**src/rtl/pvg_pkg.sv**
```systemverilog
package pvg_pkg;

    // Vertical tracking state of the line address generator
    typedef enum logic [1:0] {
        ST_EMPTY  = 2'd0,
        ST_ABOVE  = 2'd1,
        ST_INSIDE = 2'd2,
        ST_BELOW  = 2'd3
    } pvg_state_e;

    localparam int PVG_AXES = 2;

endpackage

```
**src/rtl/pvg_axis_clamp.sv**
```systemverilog
module pvg_axis_clamp #(
    parameter int CW   = 16,
    parameter int MAXN = 3840
) (
    input  logic          clk,
    input  logic          rst_n,
    input  logic [CW-1:0] start,
    input  logic [CW-1:0] end_req,
    input  logic [CW-1:0] src_n,
    output logic          ok,
    output logic [CW:0]   end_eff
);

    localparam logic [CW-1:0] MAXN_V = CW'(MAXN);
    localparam logic [CW:0]   ONE    = (CW+1)'(1);

    logic [CW-1:0] n_lim;
    logic [CW:0]   len_req;
    logic [CW:0]   start_w;

    always_comb begin
        start_w = {1'b0, start};
        n_lim   = (src_n > MAXN_V) ? MAXN_V : src_n;
        ok      = (end_req >= start) && (n_lim != '0);
        len_req = {1'b0, end_req} - start_w + ONE;
        if (len_req > {1'b0, n_lim}) begin
            end_eff = start_w + {1'b0, n_lim} - ONE;
        end else begin
            end_eff = {1'b0, end_req};
        end
    end

    AST_END_IN_RANGE: assert property (@(posedge clk) disable iff (!rst_n)
        ok |-> (end_eff >= start_w) && (end_eff <= {1'b0, end_req}));
    AST_LEN_CAPPED: assert property (@(posedge clk) disable iff (!rst_n)
        ok |-> ((end_eff - start_w) < {1'b0, MAXN_V}));

endmodule

```
**src/rtl/pvg_window_hit.sv**
```systemverilog
module pvg_window_hit #(
    parameter int CW = 16
) (
    input  logic          win_ok,
    input  logic [CW-1:0] pix_x,
    input  logic [CW-1:0] line_y,
    input  logic [CW-1:0] x_start,
    input  logic [CW:0]   x_end,
    input  logic [CW-1:0] y_start,
    input  logic [CW:0]   y_end,
    output logic          row_in,
    output logic          hit,
    output logic          req_evt
);

    logic col_in;

    always_comb begin
        col_in  = (pix_x >= x_start) && ({1'b0, pix_x} <= x_end);
        row_in  = (line_y >= y_start) && ({1'b0, line_y} <= y_end);
        hit     = win_ok && col_in && row_in;
        req_evt = win_ok && row_in && (pix_x == x_start);
    end

endmodule

```
**src/rtl/pvg_line_addr_fsm.sv**
```systemverilog
module pvg_line_addr_fsm
    import pvg_pkg::*;
#(
    parameter int CW = 16,
    parameter int AW = 32
) (
    input  logic          clk,
    input  logic          rst_n,
    input  logic          win_ok,
    input  logic          req_evt,
    input  logic [CW-1:0] line_y,
    input  logic [CW:0]   y_end,
    input  logic          field_bot,
    input  logic          interlace,
    input  logic [AW-1:0] base_addr,
    input  logic [AW-1:0] pitch,
    output logic          line_req,
    output logic [AW-1:0] line_addr
);

    pvg_state_e    state_q, state_d;
    logic [CW-1:0] last_line_q;
    logic          new_frame;
    logic          first_sel;
    logic [AW-1:0] field_base;
    logic [AW-1:0] step;

    always_comb begin
        new_frame  = line_y < last_line_q;
        first_sel  = new_frame || (state_q == ST_ABOVE) || (state_q == ST_EMPTY);
        field_base = base_addr + ((interlace && field_bot) ? pitch : '0);
        step       = interlace ? {pitch[AW-2:0], 1'b0} : pitch;
    end

    // next-state logic
    always_comb begin
        state_d = state_q;
        if (!win_ok) begin
            state_d = ST_EMPTY;
        end else if (req_evt) begin
            state_d = ST_INSIDE;
        end else begin
            unique case (state_q)
                ST_EMPTY:  state_d = ST_ABOVE;
                ST_ABOVE:  state_d = ST_ABOVE;
                ST_INSIDE: begin
                    if (new_frame) begin
                        state_d = ST_ABOVE;
                    end else if ({1'b0, line_y} > y_end) begin
                        state_d = ST_BELOW;
                    end
                end
                ST_BELOW: begin
                    if (new_frame) begin
                        state_d = ST_ABOVE;
                    end
                end
            endcase
        end
    end

    // state register
    always_ff @(posedge clk) begin
        if (!rst_n) begin
            state_q <= ST_ABOVE;
        end else begin
            state_q <= state_d;
        end
    end

    // outputs
    always_ff @(posedge clk) begin
        if (!rst_n) begin
            line_req    <= 1'b0;
            line_addr   <= '0;
            last_line_q <= '0;
        end else begin
            line_req    <= req_evt;
            last_line_q <= line_y;
            if (req_evt) begin
                line_addr <= first_sel ? field_base : (line_addr + step);
            end
        end
    end

    AST_ADDR_HOLD: assert property (@(posedge clk) disable iff (!rst_n)
        !req_evt |=> $stable(line_addr));
    AST_REQ_IN_INSIDE: assert property (@(posedge clk) disable iff (!rst_n)
        line_req |-> (state_q == ST_INSIDE));
    AST_BELOW_NO_REQ: assert property (@(posedge clk) disable iff (!rst_n)
        (state_q == ST_BELOW && !new_frame) |-> !req_evt);

endmodule

```
**src/rtl/plane_viewport_gen.sv**
```systemverilog
module plane_viewport_gen
    import pvg_pkg::*;
#(
    parameter int CW    = 16,
    parameter int AW    = 32,
    parameter int MAX_W = 3840,
    parameter int MAX_H = 2160
) (
    input  logic            clk,
    input  logic            rst_n,
    input  logic [CW-1:0]   pix_x,
    input  logic [CW-1:0]   line_y,
    input  logic            field_bot,
    input  logic            interlace,
    input  logic [2*CW-1:0] win_start,
    input  logic [2*CW-1:0] win_end,
    input  logic [AW-1:0]   src_addr,
    input  logic [AW-1:0]   src_pitch,
    input  logic [2*CW-1:0] src_size,
    output logic            in_win,
    output logic            line_req,
    output logic [AW-1:0]   line_addr
);

    // axis 0 = pixel (low half), axis 1 = line (high half)
    logic [CW-1:0] ax_start [PVG_AXES];
    logic [CW-1:0] ax_end   [PVG_AXES];
    logic [CW-1:0] ax_size  [PVG_AXES];
    logic [CW:0]   ax_eff   [PVG_AXES];
    logic          ax_ok    [PVG_AXES];

    logic win_ok;
    logic row_in;
    logic hit;
    logic req_evt;
    logic hit_q;

    for (genvar g = 0; g < PVG_AXES; g++) begin : g_axis
        assign ax_start[g] = win_start[g*CW +: CW];
        assign ax_end[g]   = win_end[g*CW +: CW];
        assign ax_size[g]  = src_size[g*CW +: CW];
        pvg_axis_clamp #(
            .CW   (CW),
            .MAXN ((g == 0) ? MAX_W : MAX_H)
        ) u_clamp (
            .clk     (clk),
            .rst_n   (rst_n),
            .start   (ax_start[g]),
            .end_req (ax_end[g]),
            .src_n   (ax_size[g]),
            .ok      (ax_ok[g]),
            .end_eff (ax_eff[g])
        );
    end

    assign win_ok = ax_ok[0] && ax_ok[1];

    pvg_window_hit #(.CW(CW)) u_hit (
        .win_ok  (win_ok),
        .pix_x   (pix_x),
        .line_y  (line_y),
        .x_start (ax_start[0]),
        .x_end   (ax_eff[0]),
        .y_start (ax_start[1]),
        .y_end   (ax_eff[1]),
        .row_in  (row_in),
        .hit     (hit),
        .req_evt (req_evt)
    );

    pvg_line_addr_fsm #(.CW(CW), .AW(AW)) u_fsm (
        .clk       (clk),
        .rst_n     (rst_n),
        .win_ok    (win_ok),
        .req_evt   (req_evt),
        .line_y    (line_y),
        .y_end     (ax_eff[1]),
        .field_bot (field_bot),
        .interlace (interlace),
        .base_addr (src_addr),
        .pitch     (src_pitch),
        .line_req  (line_req),
        .line_addr (line_addr)
    );

    // two-stage window flag so the strobe leads it by one clock
    always_ff @(posedge clk) begin
        if (!rst_n) begin
            hit_q  <= 1'b0;
            in_win <= 1'b0;
        end else begin
            hit_q  <= hit;
            in_win <= hit_q;
        end
    end

    AST_REQ_LEADS_WIN: assert property (@(posedge clk) disable iff (!rst_n)
        line_req |=> in_win);
    AST_EMPTY_QUIET: assert property (@(posedge clk) disable iff (!rst_n)
        !win_ok |=> !line_req);
    AST_ROW_FOR_REQ: assert property (@(posedge clk) disable iff (!rst_n)
        req_evt |-> row_in);

endmodule

```
**config.mk**
```make
export PLATFORM = sky130hd
export DESIGN_NAME = plane_viewport_gen
export DESIGN_NICKNAME = d
export VERILOG_FILES = /design/src/rtl/pvg_pkg.sv /design/src/rtl/pvg_axis_clamp.sv /design/src/rtl/pvg_window_hit.sv /design/src/rtl/pvg_line_addr_fsm.sv /design/src/rtl/plane_viewport_gen.sv
export SDC_FILE = /design/constraint.sdc
export NUM_CORES = 1
export LEC_CHECK = 0
export ABC_AREA = 1
export CORE_ASPECT_RATIO = 0.7
export CORE_MARGIN = 10
export CORE_UTILIZATION = 50
export DETAILED_ROUTE_END_ITERATION = 8
export MAX_ROUTING_LAYER = met4
export PLACE_DENSITY = 0.77
export REMOVE_ABC_BUFFERS = 1
export SETUP_SLACK_MARGIN = 0.15
export SYNTH_ARGS = -nofsm -noshare
export SYNTH_HDL_FRONTEND = slang
export SYNTH_SLANG_ARGS = --single-unit
```
**constraint.sdc**
```tcl
create_clock -name clk -period 5.5 [get_ports clk]
set_input_delay 0.55 -clock clk [delete_from_list [all_inputs] [get_ports clk]]
set_output_delay 0.55 -clock clk [all_outputs]
set_load 0.05 [all_outputs]
```
==> results of run 1 <==
routing by layer:
| layer | wire length, um | part of all wire, % |
|---|---|---|
| met3 | 4971 | 8.9 |
| met4 | 1287 | 2.3 |
| met2 | 23560 | 42 |
| met5 | 0 | 0 |
| met1 | 26080 | 47 |
state kept, by name, indices dropped and copies added (netlist names):
| register | cells |
|---|---|
| u_fsm.line_addr | 32 |
| u_fsm.last_line_q | 16 |
| hit_q | 1 |
| in_win | 1 |
| u_fsm.line_req | 1 |
| u_fsm.state_q | 1 |
cell type report:
cell class	instances	area share, %
Inverter	418	8.107
Timing Repair Buffer	452	21.35
Clock inverter	2	0.07696
Antenna cell	2	0.02565
Sequential cell	52	5.336
Timing Repair inverter	1	0.03207
Tap cell	371	2.379
Clock buffer	6	0.7119
Multi-Input combinational cell	1835	61.98
layout by cell type, fill, tap and decap left out, types with 17 or more instances in the layout:
master                            instances
sky130_fd_sc_hd__nand3_1                 88
sky130_fd_sc_hd__nand4_1                 42
sky130_fd_sc_hd__nand2_1                533
sky130_fd_sc_hd__buf_6                   19
sky130_fd_sc_hd__ha_4                    17
sky130_fd_sc_hd__inv_1                  387
sky130_fd_sc_hd__inv_2                   28
sky130_fd_sc_hd__nor2_2                  17
sky130_fd_sc_hd__xor2_1                  67
sky130_fd_sc_hd__o21ai_0                129
sky130_fd_sc_hd__dfxtp_1                 52
sky130_fd_sc_hd__buf_4                  194
sky130_fd_sc_hd__ha_1                   277
sky130_fd_sc_hd__nand2_2                 19
sky130_fd_sc_hd__a21oi_1                163
sky130_fd_sc_hd__nor2_1                 221
sky130_fd_sc_hd__clkdlybuf4s50_1        190
sky130_fd_sc_hd__nor3_1                  25
sky130_fd_sc_hd__xnor2_1                 30
worst max-delay path by stage:
stage / to / slack, ns / startpoint / cells after the start
finish: u_fsm.line_addr[8] / 0.04 / win_start[20] / 43
global route: u_fsm.line_addr[18] / -0.24 / win_start[20] / 43
CTS: u_fsm.line_addr[18] / 0.14 / win_start[22] / 43
detailed placement: u_fsm.line_addr[12] / -0.63 / win_start[24] / 39
global placement: u_fsm.line_addr[13] / -0.42 / win_start[24] / 40
floorplan: u_fsm.line_addr[10] / -0.03 / win_start[24] / 35
cells by family after synthesis:
group | synth area share [%]
compound gates | 15.25
buf+inv | 12.28
other cells | 0.02652
mux | 0.2832
simple gates | 29.35
flops | 7.362
fa+ha+maj | 29.38
xor+xnor | 6.070
repair_timing:
item                       4_1_cts  5_1_grt
gates cloned                     4        1
setup endpoints to repair       35       35
resized for setup              142      157
buffers inserted                30       17
pin swaps                       80      116
power by group:
group	internal, uW	total, uW	leakage, uW	switching, uW
clock	182	359	0.0000691	177
combinational	1020	2200	0.0100	1180
sequential	383	384	0.000423	1.76
total	1580	2940	0.0105	1360
worst reg2reg max path, cell delays in order, from the launching register on:
cell and delay [ns]:
sky130_fd_sc_hd__dfxtp_1 0.39, sky130_fd_sc_hd__ha_1 0.20, sky130_fd_sc_hd__inv_1 0.06, sky130_fd_sc_hd__fa_1 0.40, sky130_fd_sc_hd__o21ai_0 0.48, sky130_fd_sc_hd__a31oi_1 0.31
sky130_fd_sc_hd__o211ai_1 0.49, sky130_fd_sc_hd__xor2_1 0.18, sky130_fd_sc_hd__nand2_1 0.06, sky130_fd_sc_hd__nand2_1 0.12, sky130_fd_sc_hd__nor2_1 0.05, sky130_fd_sc_hd__nor2_1 0.09
metrics by stage:
stage / total power, uW / instances / utilization [%]
5_1_grt: 3175 / 3139 / 70.12
3_5_place_dp: 2238 / 3077 / 65.12
6_report: 2939 / 3139 / 70.12
3_3_place_gp: 2192 / 3077 / 65.12
4_1_cts: 2765 / 3119 / 68.15
2_1_floorplan: 1466 / 2305 / -
==> impl_metrics.prom, run 1 <==
# TYPE chip_impl_metric gauge
chip_impl_info{name="synth_most_common_cell",value="sky130_fd_sc_hd__nand2_1"} 1
chip_impl_info{name="hold_path_startpoint",value="hit_q"} 1
chip_impl_metric{name="die_width",unit="um"} 221.0
chip_impl_metric{name="fill_cells",unit=""} 2395
chip_impl_metric{name="max_cap_viol_count",unit=""} 0
chip_impl_metric{name="detailedPlacementHpwl",unit="mm"} 45.97
chip_impl_metric{name="die_span_in_y",unit="um"} 160.7
chip_impl_metric{name="holdWs",unit="ns"} 0.4575
chip_impl_metric{name="area_delta_synth_final",unit="%"} 37.97
chip_impl_metric{name="drive_gt1_share",unit="%"} 14.61
chip_impl_metric{name="routed-via-count",unit=""} 17100
chip_impl_metric{name="ys_seq_elements",unit=""} 52
chip_impl_info{name="synth.cells.most_frequent",value="sky130_fd_sc_hd__nand2_1 (558), sky130_fd_sc_hd__inv_1 (416), sky130_fd_sc_hd__ha_1 (300), sky130_fd_sc_hd__nor2_1 (243), sky130_fd_sc_hd__a21oi_1 (176)"} 1
chip_impl_info{name="run_status",value="finished, final reports clean"} 1
chip_impl_info{name="top_cell_family_by_delay_on_the_critical_path",value="simple AND/OR/NAND/NOR gates"} 1
chip_impl_metric{name="r2r_setup_slack",unit="ns"} 2.60
chip_impl_info{name="slowest_stage_cell_cp",value="sky130_fd_sc_hd__fa_2"} 1
chip_impl_metric{name="initial_drc_count",unit=""} 1568
chip_impl_metric{name="clk_path_buf_depth",unit=""} 2
chip_impl_metric{name="first_global_vias",unit=""} 15930
chip_impl_metric{name="worst-endpoint-arrival",unit="ns"} 5.72
chip_impl_metric{name="routed_wire_length",unit="mm"} 55.90
chip_impl_metric{name="number_of_sinks_driven_by_the_clock_tree",unit=""} 52
chip_impl_metric{name="met2_usage",unit="%"} 43.21
chip_impl_metric{name="leakage_power",unit="uW"} 0.01050
chip_impl_info{name="worstHoldPathType",value="reg2reg"} 1
chip_impl_metric{name="placed_cell_area",unit="um2"} 18120
chip_impl_metric{name="core",unit="um2"} 27820
chip_impl_info{name="worst-setup-path-type",value="in2reg"} 1
chip_impl_metric{name="clock_tree.htree_level_count",unit=""} 2
chip_impl_metric{name="post_synth_instance_area",unit="um2"} 14140
chip_impl_metric{name="final.min_clock_period",unit="ns"} 5.459
chip_impl_metric{name="timing_worst_slew_pin_value",unit="ns"} 1.011
chip_impl_metric{name="antenna_violations_before_repair",unit=""} 2
chip_impl_metric{name="grt_first_pass_wirelength",unit="mm"} 83.97
chip_impl_info{name="r2r-start",value="u_fsm.line_addr[0]"} 1
chip_impl_metric{name="fin_tns_setup",unit="ns"} 0
chip_impl_metric{name="floorplan.initialDensity",unit="%"} 50.82
chip_impl_metric{name="grt_usage",unit="%"} 29.62
chip_impl_metric{name="place.port_buffers",unit=""} 229
chip_impl_metric{name="final_antenna_net_count",unit=""} 0
chip_impl_metric{name="numCtsBuffers",unit=""} 5
chip_impl_metric{name="worst_ir_drop_vdd",unit="V"} 0.0001459
chip_impl_metric{name="postSynth.asyncResetShare",unit="%"} 0
chip_impl_metric{name="setup_violations",unit=""} 0
chip_impl_metric{name="drv_slew",unit=""} 0
chip_impl_metric{name="routedWlPerCell",unit="um"} 17.81
chip_impl_metric{name="drcViolationCount",unit=""} 0
chip_impl_metric{name="drtPass1Iterations",unit=""} 6
chip_impl_metric{name="timing.hold.worst_path_depth",unit=""} 2
chip_impl_metric{name="reg2reg_depth",unit=""} 11
chip_impl_info{name="cts_tree",value="yes"} 1
chip_impl_metric{name="highest_net_fanout_along_the_worst_path",unit=""} 8
chip_impl_metric{name="finalWorstSetupSlack",unit="ns"} 0.04108
chip_impl_metric{name="critical-path-max-stage-delay",unit="ns"} 0.57
chip_impl_info{name="synth_ff_type",value="sky130_fd_sc_hd__dfxtp_1"} 1
chip_impl_metric{name="io_pins",unit=""} 230
chip_impl_metric{name="power-per-cell-area",unit="nW/um2"} 150.6
chip_impl_metric{name="fmax",unit="MHz"} 183.2
chip_impl_metric{name="final_cell_area",unit="um2"} 19510
chip_impl_metric{name="yosys_warnings",unit=""} 0
chip_impl_metric{name="avgViaCountPerCell",unit=""} 5.449
chip_impl_metric{name="yosysUniqueCellTypes",unit=""} 46
chip_impl_metric{name="gr-usage-met1",unit="%"} 41.01
chip_impl_info{name="synth.largest_area_cell",value="sky130_fd_sc_hd__ha_1"} 1
chip_impl_metric{name="dp_slack",unit="ns"} -0.6288
chip_impl_metric{name="gr-usage-met3",unit="%"} 5.967
chip_impl_metric{name="grt_start_max_net_pins",unit=""} 65
chip_impl_metric{name="multi_input_area",unit="um2"} 12090
chip_impl_metric{name="clk_transition_reported_paths",unit="ns"} 0.08
chip_impl_metric{name="hold_viol_final",unit=""} 0
chip_impl_metric{name="gr-total-overflow",unit=""} 0
chip_impl_metric{name="die-area",unit="um2"} 35510
chip_impl_metric{name="clock_insertion_delay_worst_skew",unit="ns"} 0.32
chip_impl_metric{name="max_slew_margin",unit="%"} 31.90
chip_impl_metric{name="post-route-period-util",unit="%"} 99.25
chip_impl_metric{name="postCtsHoldBufs",unit=""} 0
chip_impl_info{name="worst_path_most_repeated_cell",value="sky130_fd_sc_hd__nand2_1"} 1
chip_impl_metric{name="synth_area_per_cell",unit="um2"} 6.084
chip_impl_info{name="critPathLaunchType",value="input port"} 1
chip_impl_info{name="grt_setup_unrepaired",value="yes"} 1
chip_impl_metric{name="fin_worst_skew",unit="ns"} 0.01336
chip_impl_info{name="top_usage_layer",value="met2"} 1
chip_impl_metric{name="count_of_nets_after_finishing",unit=""} 3281
chip_impl_info{name="cts.root.buffer_cell",value="sky130_fd_sc_hd__clkbuf_16"} 1
chip_impl_info{name="end_kind",value="flip-flop"} 1
chip_impl_metric{name="seq_area_frac_synth",unit="%"} 7.362
chip_impl_metric{name="place.gp.congestion",unit=""} 1.004
chip_impl_info{name="worst_hold_endpoint",value="in_win"} 1
chip_impl_metric{name="synth_enable_flop_cells",unit=""} 0
chip_impl_metric{name="core.rowCount",unit=""} 51
chip_impl_metric{name="synthCells",unit=""} 2324
chip_impl_metric{name="cp_num_buf_inv",unit=""} 8
chip_impl_info{name="regToRegEndpoint",value="u_fsm.line_addr[24]"} 1
chip_impl_metric{name="synth_top_area_share",unit="%"} 26.55
chip_impl_metric{name="cp.required",unit="ns"} 5.76
chip_impl_metric{name="register_area",unit="um2"} 1041
chip_impl_info{name="synth_area_leaders",value="sky130_fd_sc_hd__ha_1 (27%), sky130_fd_sc_hd__nand2_1 (15%), sky130_fd_sc_hd__inv_1 (11%)"} 1
No activity file was read; power rests on OpenSTA's default activity.
==> run 2, diff against run 1 <==
==> constraint.sdc (replaced) <==
create_clock -name clk -period 5.5 [get_ports clk]
set_input_delay 0.825 -clock clk [delete_from_list [all_inputs] [get_ports clk]]
set_output_delay 0.825 -clock clk [all_outputs]
set_load 0.05 [all_outputs]
==> run 2 against run 1 <==
The run now ends with setup timing left. Sequential cell count stayed put. Count of clock-buffer cells in the layout is 1 lower. Register-to-register slack worse by 0.11 ns. Sequential power hardly changed. Utilization is 1.7 points higher. Maximum frequency is 4.3% lower. Die area stayed put. Clock power is 7.8% higher. Critical endpoint is now u_fsm.line_addr[6]. Largest cell class unchanged. Largest power group unchanged. Highest routed layer unchanged.
==> impl_metrics.prom, run 2 (same netlist as run 1, synthesis figures left out) <==
# TYPE chip_impl_metric gauge
chip_impl_metric{name="detailedPlacementHpwl",unit="mm"} 45.05
chip_impl_metric{name="drv_slew",unit=""} 0
chip_impl_metric{name="cellInternalPower",unit="uW"} 1593
chip_impl_info{name="worstHoldPathType",value="reg2reg"} 1
chip_impl_metric{name="grt_usage",unit="%"} 28.92
chip_impl_metric{name="routedWlPerCell",unit="um"} 16.90
chip_impl_metric{name="area_delta_synth_final",unit="%"} 41.27
chip_impl_metric{name="final_antenna_net_count",unit=""} 0
chip_impl_metric{name="finalWorstSetupSlack",unit="ns"} -0.2051
chip_impl_metric{name="drcViolationCount",unit=""} 0
chip_impl_metric{name="core.rowCount",unit=""} 51
chip_impl_metric{name="worst_ir_drop_vdd",unit="V"} 0.0001072
chip_impl_metric{name="sequentialPowerShare",unit="%"} 13.2
chip_impl_metric{name="highest_net_fanout_along_the_worst_path",unit=""} 7
chip_impl_metric{name="power_frac_clock",unit="%"} 13.3
chip_impl_metric{name="clk_path_buf_depth",unit=""} 2
chip_impl_info{name="cts_tree",value="yes"} 1
chip_impl_info{name="grt_setup_unrepaired",value="yes"} 1
chip_impl_info{name="slowest_stage_cell_cp",value="sky130_fd_sc_hd__fa_2"} 1
chip_impl_metric{name="die_span_in_y",unit="um"} 160.7
chip_impl_info{name="crit_path_start",value="win_start[20]"} 1
chip_impl_info{name="end_kind",value="flip-flop"} 1
chip_impl_metric{name="leakage_power",unit="uW"} 0.01063
chip_impl_metric{name="number_of_sinks_driven_by_the_clock_tree",unit=""} 52
chip_impl_info{name="layout.cells.most_common_list",value="sky130_fd_sc_hd__nand2_1 (509), sky130_fd_sc_hd__inv_1 (384), sky130_fd_sc_hd__ha_1 (274), sky130_fd_sc_hd__buf_4 (245), sky130_fd_sc_hd__nor2_1 (215)"} 1
chip_impl_info{name="layout_top_registers",value="u_fsm.line_addr: 32 flops, u_fsm.last_line_q: 16 flops"} 1
chip_impl_metric{name="avgViaCountPerCell",unit=""} 5.345
chip_impl_metric{name="max_slew_margin",unit="%"} 33.62
chip_impl_metric{name="grt_first_pass_wirelength",unit="mm"} 83.27
chip_impl_metric{name="clk_transition_reported_paths",unit="ns"} 0.08
chip_impl_metric{name="power.switching",unit="uW"} 1323
chip_impl_metric{name="r2r_setup_slack",unit="ns"} 2.49
chip_impl_metric{name="grt_start_max_net_pins",unit=""} 65
chip_impl_info{name="layout.cells.most_common",value="sky130_fd_sc_hd__nand2_1"} 1
chip_impl_metric{name="worst-endpoint-arrival",unit="ns"} 5.94
chip_impl_metric{name="power-per-cell-area",unit="nW/um2"} 146.0
chip_impl_metric{name="floorplan.initialDensity",unit="%"} 50.82
chip_impl_metric{name="initial_drc_count",unit=""} 1725
chip_impl_metric{name="place.port_buffers",unit=""} 229
chip_impl_metric{name="routed-via-count",unit=""} 17020
chip_impl_metric{name="clock_insertion_delay_worst_skew",unit="ns"} 0.31
chip_impl_info{name="hold_path_startpoint",value="hit_q"} 1
chip_impl_metric{name="cp.required",unit="ns"} 5.74
chip_impl_metric{name="antenna_violations_before_repair",unit=""} 0
chip_impl_info{name="violated_checks",value="setup timing"} 1
chip_impl_metric{name="place.gp.congestion",unit=""} 1.042
chip_impl_metric{name="finalCoreUtilization",unit="%"} 71.80
chip_impl_metric{name="numCtsBuffers",unit=""} 5
chip_impl_metric{name="max_cap_viol_count",unit=""} 0
chip_impl_metric{name="gr-total-overflow",unit=""} 0
chip_impl_metric{name="dp_slack",unit="ns"} -0.9261
chip_impl_metric{name="fmax",unit="MHz"} 175.3
chip_impl_metric{name="die-area",unit="um2"} 35510
chip_impl_metric{name="hold_viol_final",unit=""} 0
chip_impl_info{name="cts.root.buffer_cell",value="sky130_fd_sc_hd__clkbuf_16"} 1
chip_impl_info{name="critPathLaunchType",value="input port"} 1
chip_impl_metric{name="p_total",unit="uW"} 2916
chip_impl_metric{name="largest_register_ff_count",unit=""} 32
chip_impl_info{name="r2r-start",value="u_fsm.line_addr[0]"} 1
chip_impl_info{name="run_status",value="finished, violations left"} 1
chip_impl_info{name="regToRegEndpoint",value="u_fsm.line_addr[30]"} 1
chip_impl_metric{name="power.switching_fraction",unit="%"} 45.37
chip_impl_metric{name="core",unit="um2"} 27820
chip_impl_metric{name="first_global_vias",unit=""} 16220
chip_impl_metric{name="fin_tns_setup",unit="ns"} -5.119
chip_impl_metric{name="routed_wire_length",unit="mm"} 53.81
chip_impl_info{name="worst_setup_path_endpoint",value="u_fsm.line_addr[6]"} 1
chip_impl_metric{name="count_of_nets_after_finishing",unit=""} 3328
chip_impl_metric{name="drive_gt1_share",unit="%"} 17.88
chip_impl_metric{name="fin_worst_skew",unit="ns"} 0.01046
chip_impl_metric{name="drtPass1Iterations",unit=""} 6
chip_impl_metric{name="p_comb_share",unit="%"} 73.6
chip_impl_metric{name="clock_tree.htree_level_count",unit=""} 2
chip_impl_metric{name="io_pins",unit=""} 230
chip_impl_metric{name="critical-path-max-stage-delay",unit="ns"} 0.61
chip_impl_metric{name="timing_worst_slew_pin_value",unit="ns"} 0.9947
chip_impl_info{name="worst-setup-path-type",value="in2reg"} 1
chip_impl_info{name="worst_path_most_repeated_cell",value="sky130_fd_sc_hd__nand2_1"} 1
chip_impl_info{name="largest_register",value="u_fsm.line_addr"} 1
chip_impl_metric{name="post-route-period-util",unit="%"} 103.7
chip_impl_metric{name="postCtsHoldBufs",unit=""} 0
chip_impl_metric{name="reg2reg_depth",unit=""} 15
chip_impl_metric{name="setup_violations",unit=""} 35
chip_impl_metric{name="die_width",unit="um"} 221.0
chip_impl_metric{name="final.min_clock_period",unit="ns"} 5.705
## run 2: final cells by class
cell class	count	area, um2
Antenna cell	1	2.502
Inverter	418	1589
Sequential cell	52	1041
Clock inverter	3	46.29
Timing Repair Buffer	500	4424
Clock buffer	5	125.1
Tap cell	371	464.2
Fill cell	2398	7846
Multi-Input combinational cell	1835	12280
## run 2: what timing repair did
action                     CTS  global route
resized for setup          239           128
cloned                       4             0
buffers inserted            41            11
setup endpoints to repair   35            35
pin swaps                   90            81
## run 2: how the worst min path moves through the flow
stage | end | slack (ns) | cells after the start
after floorplan | in_win | 0.39 | 2
final | in_win | 0.45 | 2
after CTS | in_win | 0.45 | 2
after detailed placement | in_win | 0.44 | 2
after global routing | in_win | 0.48 | 2
after global placement | in_win | 0.44 | 2
## run 2: power by group through the flow
stage               combinational [uW]  clock [uW]  sequential [uW]
global placement                  1780           0              393
detailed placement                1830           0              393
CTS                               2000         388              384
floorplan                         1070           0              393
global route                      2370         406              385
finish                            2150         387              384
## run 2: metal layers
| layer | vias to the layer above | global-route usage, % | routed length [um] |
|---|---|---|---|
| li1 | 8534 | - | - |
| met1 | 7736 | 39.65 | 25090 |
| met4 | 0 | 4.874 | 1008 |
| met2 | 678 | 44.16 | 23210 |
| met3 | 76 | 4.842 | 4505 |
| met5 | - | - | 0 |
## run 2: critical path: cells and delay by family
family / cells / cell delay [ns]
mux: 1 / 0.20
compound gates: 6 / 1.01
simple gates: 24 / 1.73
xor+xnor: 1 / 0.14
fa+ha+maj: 4 / 1.22
buf+inv: 8 / 0.80
## run 2: stage by stage
| stage | std cells | area [um2] | hold WS (ns) |
|---|---|---|---|
| after floorplan | 2305 | 14030 | 0.3900 |
| after global placement | 3120 | 18400 | 0.4350 |
| after detailed placement | 3120 | 18400 | 0.4360 |
| after CTS | 3173 | 19520 | 0.4462 |
| after global routing | 3184 | 19970 | 0.4766 |
| final | 3185 | 19980 | 0.4460 |
